--- src/rtl/graph_ctx_layer.sv ---
`timescale 1ns/1ps
module graph_ctx_layer #(
  parameter int N_O   = 4,
  parameter int P     = 2,
  parameter int D_E   = 2,
  parameter int IN_W  = 8,
  parameter int W_W   = 4,
  parameter int B_W   = 8,
  parameter int OUT_W = 10,
  parameter logic [D_E*P*W_W-1:0]   W1   = 16'h51E3,
  parameter logic [D_E*D_E*W_W-1:0] W2   = 16'h4DF2,
  parameter logic [D_E*B_W-1:0]     BIAS = 16'hF905
) (
  input  logic                     clk,
  input  logic                     rst,
  input  logic                     in_valid,
  input  logic [N_O*P*IN_W-1:0]    in_feat,
  output logic                     out_valid,
  output logic [N_O*D_E*OUT_W-1:0] out_emb
);
  localparam int LG_N = $clog2(N_O);
  localparam int XW   = IN_W + W_W + $clog2(P) + 1;
  localparam int SW   = XW + LG_N;
  localparam int GW   = XW + W_W + $clog2(D_E) + 1;
  localparam int FW   = GW + B_W + 2;
  localparam int LAT  = 4;
  localparam logic signed [FW-1:0] SAT_HI = {{(FW-OUT_W+1){1'b0}}, {(OUT_W-1){1'b1}}};
  localparam logic signed [FW-1:0] SAT_LO = {{(FW-OUT_W+1){1'b1}}, {(OUT_W-1){1'b0}}};

  function automatic logic signed [FW-1:0] shadd(input logic signed [FW-1:0] x,
                                                 input logic [W_W-1:0] w);
    logic signed [FW-1:0] acc;
    acc = '0;
    for (int b = 0; b < W_W-1; b++)
      if (w[b]) acc = acc + (x <<< b);
    if (w[W_W-1]) acc = acc - (x <<< (W_W-1));
    return acc;
  endfunction

  logic [LAT-1:0]            v_q;
  logic signed [XW-1:0]      x_c   [N_O][D_E];
  logic signed [XW-1:0]      x_q   [N_O][D_E];
  logic signed [XW-1:0]      x_d1  [N_O][D_E];
  logic signed [XW-1:0]      x_d2  [N_O][D_E];
  logic signed [SW-1:0]      sum_c [D_E];
  logic signed [XW-1:0]      mean_c[D_E];
  logic signed [XW-1:0]      mean_q[D_E];
  logic signed [GW-1:0]      g_c   [D_E];
  logic signed [GW-1:0]      g_q   [D_E];
  logic signed [FW-1:0]      m_c   [N_O][D_E];
  logic [N_O*D_E*OUT_W-1:0]  sat_c;

  always_comb begin
    for (int i = 0; i < N_O; i++)
      for (int d = 0; d < D_E; d++) begin
        logic signed [FW-1:0] acc;
        acc = '0;
        for (int p = 0; p < P; p++)
          acc = acc + shadd(FW'(signed'(in_feat[(i*P+p)*IN_W +: IN_W])),
                            W1[(d*P+p)*W_W +: W_W]);
        x_c[i][d] = XW'(acc);
      end
  end

  always_comb begin
    for (int d = 0; d < D_E; d++) begin
      logic signed [SW-1:0] acc;
      acc = '0;
      for (int i = 0; i < N_O; i++) acc = acc + SW'(x_q[i][d]);
      sum_c[d]  = acc;
      mean_c[d] = XW'(acc >>> LG_N);
    end
  end

  always_comb begin
    for (int d = 0; d < D_E; d++) begin
      logic signed [FW-1:0] acc;
      acc = '0;
      for (int k = 0; k < D_E; k++)
        acc = acc + shadd(FW'(mean_q[k]), W2[(d*D_E+k)*W_W +: W_W]);
      g_c[d] = GW'(acc);
    end
  end

  always_comb begin
    for (int i = 0; i < N_O; i++)
      for (int d = 0; d < D_E; d++) begin
        m_c[i][d] = FW'(x_d2[i][d]) + FW'(g_q[d]) + FW'(signed'(BIAS[d*B_W +: B_W]));
        if (m_c[i][d] > SAT_HI)      sat_c[(i*D_E+d)*OUT_W +: OUT_W] = OUT_W'(SAT_HI);
        else if (m_c[i][d] < SAT_LO) sat_c[(i*D_E+d)*OUT_W +: OUT_W] = OUT_W'(SAT_LO);
        else                         sat_c[(i*D_E+d)*OUT_W +: OUT_W] = OUT_W'(m_c[i][d]);
      end
  end

  always_ff @(posedge clk) begin
    x_q    <= x_c;
    x_d1   <= x_q;
    x_d2   <= x_d1;
    mean_q <= mean_c;
    g_q    <= g_c;
  end

  always_ff @(posedge clk) begin
    if (rst) begin
      v_q     <= '0;
      out_emb <= '0;
    end else begin
      v_q     <= {v_q[LAT-2:0], in_valid};
      out_emb <= sat_c;
    end
  end

  assign out_valid = v_q[LAT-1];

  logic [$clog2(LAT+1)-1:0] warm;
  always_ff @(posedge clk) begin
    if (rst) warm <= '0;
    else if (warm != LAT) warm <= warm + 1'b1;
  end

  AST_VALID_LATENCY: assert property (@(posedge clk) disable iff (rst)
    (warm == LAT) |-> (out_valid == $past(in_valid, 4)));

  AST_RESET_QUIET: assert property (@(posedge clk) disable iff (rst)
    $past(rst) |-> (!out_valid && out_emb == '0));

  for (genvar d = 0; d < D_E; d++) begin : g_mean_chk
    AST_MEAN_FLOOR: assert property (@(posedge clk) disable iff (rst)
      (warm >= 2) |-> ((SW'(mean_q[d]) <<< LG_N) <= $past(sum_c[d]) &&
                       $past(sum_c[d]) - (SW'(mean_q[d]) <<< LG_N) < N_O));
  end

  for (genvar i = 0; i < N_O; i++) begin : g_node_chk
    for (genvar d = 0; d < D_E; d++) begin : g_lane_chk
      AST_X_ALIGN: assert property (@(posedge clk) disable iff (rst)
        (warm >= 3) |-> (x_d2[i][d] == $past(x_q[i][d], 2)));
      AST_SAT_HIGH: assert property (@(posedge clk) disable iff (rst)
        (warm >= 1 && $past(m_c[i][d] > SAT_HI)) |->
        (out_emb[(i*D_E+d)*OUT_W +: OUT_W] == {1'b0, {(OUT_W-1){1'b1}}}));
      AST_SAT_LOW: assert property (@(posedge clk) disable iff (rst)
        (warm >= 1 && $past(m_c[i][d] < SAT_LO)) |->
        (out_emb[(i*D_E+d)*OUT_W +: OUT_W] == {1'b1, {(OUT_W-1){1'b0}}}));
    end
  end
endmodule

--- config.mk ---
export PLATFORM = sky130hd
export DESIGN_NAME = graph_ctx_layer
export DESIGN_NICKNAME = d
export VERILOG_FILES = /design/src/rtl/graph_ctx_layer.sv
export SDC_FILE = /design/constraint.sdc
export NUM_CORES = 1
export LEC_CHECK = 0
export BUFFER_PORTS_ARGS = -buffer_cell sky130_fd_sc_hd__buf_2
export CAP_MARGIN = 20
export CORE_MARGIN = 5
export CORE_UTILIZATION = 45
export CTS_CLUSTER_SIZE = 12
export DETAILED_ROUTE_END_ITERATION = 16
export SLEW_MARGIN = 20
export SYNTH_ARGS = -nofsm -noshare
export SYNTH_HDL_FRONTEND = slang
export SYNTH_SLANG_ARGS = --single-unit
--- constraint.sdc ---
create_clock -name clk -period 8.3 [get_ports clk]
set_input_delay 2.075 -clock clk [delete_from_list [all_inputs] [get_ports clk]]
set_output_delay 2.075 -clock clk [all_outputs]
set_load 0.01 [all_outputs]
After elaboration in Yosys (flattened, before gate mapping)
Index checks and enable logic that the tools add are counted.

Reduce and logical (&&, ||, !) cells: 8. Multiplexer cells: 16. Magnitude comparators: 16. Add/sub/neg operators: 53.

Operator list (number): adder 20 x 4 -> 21 bit, second input constant (4); greater-than comparator 21 x 10 -> 1 bit, second input constant (4); < comparator 21 x 10 -> 1 bit, second input constant (4); adder 12 x 19 -> 20 bit (4); adder 19 x 4 -> 20 bit, second input constant (4); greater-than comparator 20 x 10 -> 1 bit, second input constant (4); < comparator 20 x 10 -> 1 bit, second input constant (4); two-way mux 10 bit (8); adder 13 x 18 -> 19 bit (4); two-way mux 9 bit (8); adder 10 x 12 -> 13 bit (4); adder 8 x 11 -> 12 bit (4); subtractor 11 x 11 -> 12 bit (4); adder 8 x 10 -> 11 bit (4); adder 9 x 10 -> 11 bit (4); adder 8 x 9 -> 10 bit (4); adder 18 x 15 -> 19 bit (1); adder 15 x 17 -> 18 bit (1); subtractor 17 x 17 -> 18 bit (1); adder 14 x 16 -> 17 bit (1); subtractor 16 x 16 -> 17 bit (1); adder 15 x 13 -> 16 bit (1); adder 15 x 15 -> 16 bit (1); OR reduction 2 bit (8); 6 further kinds (6).

Register bits after elaboration: 448. Input bits: 67.

Depth between registers and ports, before layout
Word-level depth: 5. Mapped depth: 19.

Worst setup path after synthesis
No wires, ideal clock.

Path type: input port to flip-flop. From: input in_feat[52]. To: register x_q[26] (netlist name). Setup time: 0.072 ns. Required time: 8.228 ns. Cell stages on the path: 16. Slack: 2.897 ns. Arrival: 5.331 ns. Path through: inv_1 > fa_1 > fa_1 > fa_1 > inv_1 > ha_1 > a21o_1 > a21oi_1 > o21bai_1 > a21oi_1 > nor2b_1 > o21a_1 > o21ai_0 > nand2b_1 > a21oi_1 > xnor2_1.

RTL lines: start: declaration (RTL line 17) `input logic [N_O*P*IN_W-1:0] in_feat,`.

==> run_results.csv <==
group,metric,value,unit
setup_path,worst_ep_arrival_time,5.76,ns
setup_path,start_kind,"input pin",
placed_design,hpwl,62700,um
floorplan,start_util,0.454,
clock_tree,cts_tree,"done",
routing,wl_per_cell,17.8,um
timing,tns,0,ns
routing,first_pass_iters,7,
clock_tree,path_clk_slew,0.06,ns
timing,fin_skew,0.0158,ns
global_routing,grt-ovfl-total,0,
synth,syn_nets,3855,
min_path,worstHoldStart,"x_d1[72]",
finish,final_util,0.505,
min_path,min_path_type,"reg2reg",
synth,synth_edf_count,0,
setup_path,cp.required,8.81,ns
global_routing,gr-usage-met2,0.323,
synth,ys_ff_latch,448,
routing,via_per_inst,5.04,
setup_path,critPathCaptureType,"flop",
placed_design,gp_congestion,0.905,
finish,drive_gt1_frac,0.0805,
timing,max-slew-margin-rel,0.277,
clock_tree,cts_sinks,448,
setup_path,cp_max_fo,3,
setup_path,r2r-end,"g_q[36]",
timing,fin_ws,3.05,ns
setup_path,reg2reg_from,"mean_q[1]",
setup_path,crit_end,"x_q[26]",
global_routing,grt.total_usage,0.201,
clock_tree,ctsHoldBuffers,0,
timing,holdWs,0.321,ns
finish,final-seq-area,8970,sq um
finish,syn2layout_area_growth,11.3,%
global_routing,use_met1,0.284,
clock_tree,cts_max_level,2,
synth,syn-cell-area,30500,sq um
global_routing,antenna_found_initial,10,
floorplan,placementRows,95,
status,status,"completed",
floorplan,dieArea,73100,sq um
finish,fillCellCount,6255,
synth,synth_top_family_by_area,"adder cells",
clock_tree,cts_inserted_buffers,51,
setup_path,reg2reg_depth,17,
finish,multiInputGateArea,19300,sq um
clock_tree,clock_latency,0.59,ns
global_routing,grt_pass1_vias,21400,
synth,synthXorXnorAreaFrac,0.0666,
min_path,hold_depth,0,
setup_path,startpoint,"in_feat[51]",
synth,synth_largest_area_cell,"dfxtp_1",
job,cap_viol_max_count,0,
synth,synth.top_cells.by_area,"dfxtp_1, ha_1, fa_1, inv_1, xnor2_1",
timing,fin_crit,5.25,ns
timing,hold_viol,0,
clock_tree,cts_resized,0,
floorplan,die_y,270,um
synth,synth_cell_types,87,
synth,synthArstFlopShare,0,
synth,syn_inst,3060,
clock_tree,postCtsSetupBuffers,0,
routing,drt-initial-drc-count,1045,
placed_design,port_buffers,147,
timing,max_slew.worst_pin.slew,1.08,ns
routing,drtAntennaViolNets,0,
setup_path,reg2reg_slack,3.52,ns
synth,yosysSeqAreaShare,0.294,
timing,setup_violations,0,
clock_tree,cts-root-buf,"clkbuf_16",
setup_path,crit_type,"in2reg",
timing,drv_slew,0,
global_routing,grt_pass1_wl,118000,um
timing,period_share,0.633,
floorplan,fp.dieW,270,um
synth,synth-compound-area-share,0.138,
timing,fmax,190,MHz
routing,totalWireLength,73800,um
synth,synthAdderAreaFrac,0.355,
synth,avgSynthCellArea,9.98,sq um
clock_tree,cts_max_path_buffers,3,
global_routing,grt_start_max_net_pins,35,
timing,rsz0062_at_grt,"no",
routing,drc_errors,0,
placed_design,post-place-ws,2.43,ns
synth,synth.area.mux_share,0.000984,
global_routing,grt.busiest_layer,"met2",
synth,synth_top_cell_area_share,0.294,
floorplan,pin_count,148,
floorplan,core_area,67300,sq um
synth,synthFlopType,"dfxtp_1",
synth,yosys.area_share.simple,0.0713,
global_routing,use_met3,0.0329,
routing,vias,20900,
finish,nets,4039,
synth,ys_warn_count,0,
[synth_stat cells (10+ instances only)]
cell        n
a31oi_1    19
fa_1      232
ha_1      496
nand4_1    19
nand2b_1   23
or2_2      11
inv_1     577
xor2_1     76
a21oi_1   173
nor2b_1    39
o21ai_0    71
dfxtp_1   448
a21o_1     94
nor2_1    120
clkbuf_1   10
nor3_1     32
o211ai_1   10
a211oi_1   17
a21boi_0   13
o21a_1     51
o21bai_1   36
xnor2_1   156
nand3_1    30
o21ai_1    43
nor4_1     12
nand2_1    80
[cells by family (layout without fill, tap and decap cells)]
group | after synthesis | after routing
AOI/OAI and AO/OA | 626 | 626
adders and majority gates | 728 | 728
xor gates and xnor gates | 232 | 232
and+or+nand+nor | 427 | 427
muxes | 3 | 3
buffers and inverters | 596 | 814
DFF | 448 | 448
other | 0 | 3
[worst min-delay path by stage]
stage	slack, ns	to
4_1_cts	0.32	x_d2[72]
2_1_floorplan	0.31	x_d2[0]
3_3_place_gp	0.31	x_d2[98]
5_1_grt	0.33	x_d2[21]
3_5_place_dp	0.31	x_d2[21]
6_report	0.32	x_d2[72]
[per-stage QoR]
stage / cells / cell area, sq um
floorplan: 3060 / 30500
global placement: 4064 / 32300
detailed placement: 4064 / 32300
CTS: 4151 / 34000
global route: 4151 / 34000
finish: 4154 / 34000
[placed cells by master (no fill, tap or decap), drive strengths merged, types with 10 or more instances in the layout]
cell | synthesis | final
nor4 | 14 | 14
xor2 | 76 | 76
nand2b | 23 | 23
nor2 | 120 | 120
buf | 9 | 150
ha | 496 | 496
o211ai | 11 | 11
a21boi | 16 | 16
fa | 232 | 232
nand3 | 30 | 30
o21ai | 115 | 115
a21oi | 176 | 176
o21bai | 37 | 37
dfxtp | 448 | 448
a21o | 94 | 94
o31ai | 10 | 10
clkbuf | 10 | 68
nand4 | 19 | 19
nor2b | 39 | 39
o21a | 51 | 51
xnor2 | 156 | 156
nand2 | 80 | 80
inv | 577 | 579
clkinv | 0 | 11
nor3 | 32 | 32
or2 | 12 | 12
a31oi | 21 | 21
a211oi | 19 | 19
[critical path, cell delays in order]
cell	delay (ns)
buf_2	0.14
inv_1	0.07
fa_1	0.56
fa_1	0.45
fa_1	0.59
inv_1	0.06
ha_1	0.30
a21o_1	0.18
a21oi_1	0.22
o21bai_1	0.09
a21oi_1	0.23
nor2b_1	0.07
o21a_1	0.18
o21ai_0	0.14
nand2b_1	0.07
a21oi_1	0.19
xnor2_1	0.14
[sequential cells by signal, indices dropped and copies added, names as in the netlist]
register,count
g_q,37
v_q,4
mean_q,27
x_q,100
out_emb,80
x_d2,100
x_d1,100
[area by class of cell]
class	count	area share
diodes	3	0.000221
clock buffers	68	0.0424
clock inverters	19	0.00711
inverters	577	0.0637
multi-input cells	2016	0.568
flip-flops and latches	448	0.264
well taps	873	0.0321
repair buffers	150	0.0223
[routing by layer]
layer	part of all wire	up-vias
met3	0.044	104
li1	-	10600
met5	0.00028	-
met2	0.45	353
met1	0.48	9895
met4	0.028	4
Power is not shown: default switching activity piles up to over one toggle a cycle in this logic, so the estimate is an artifact.
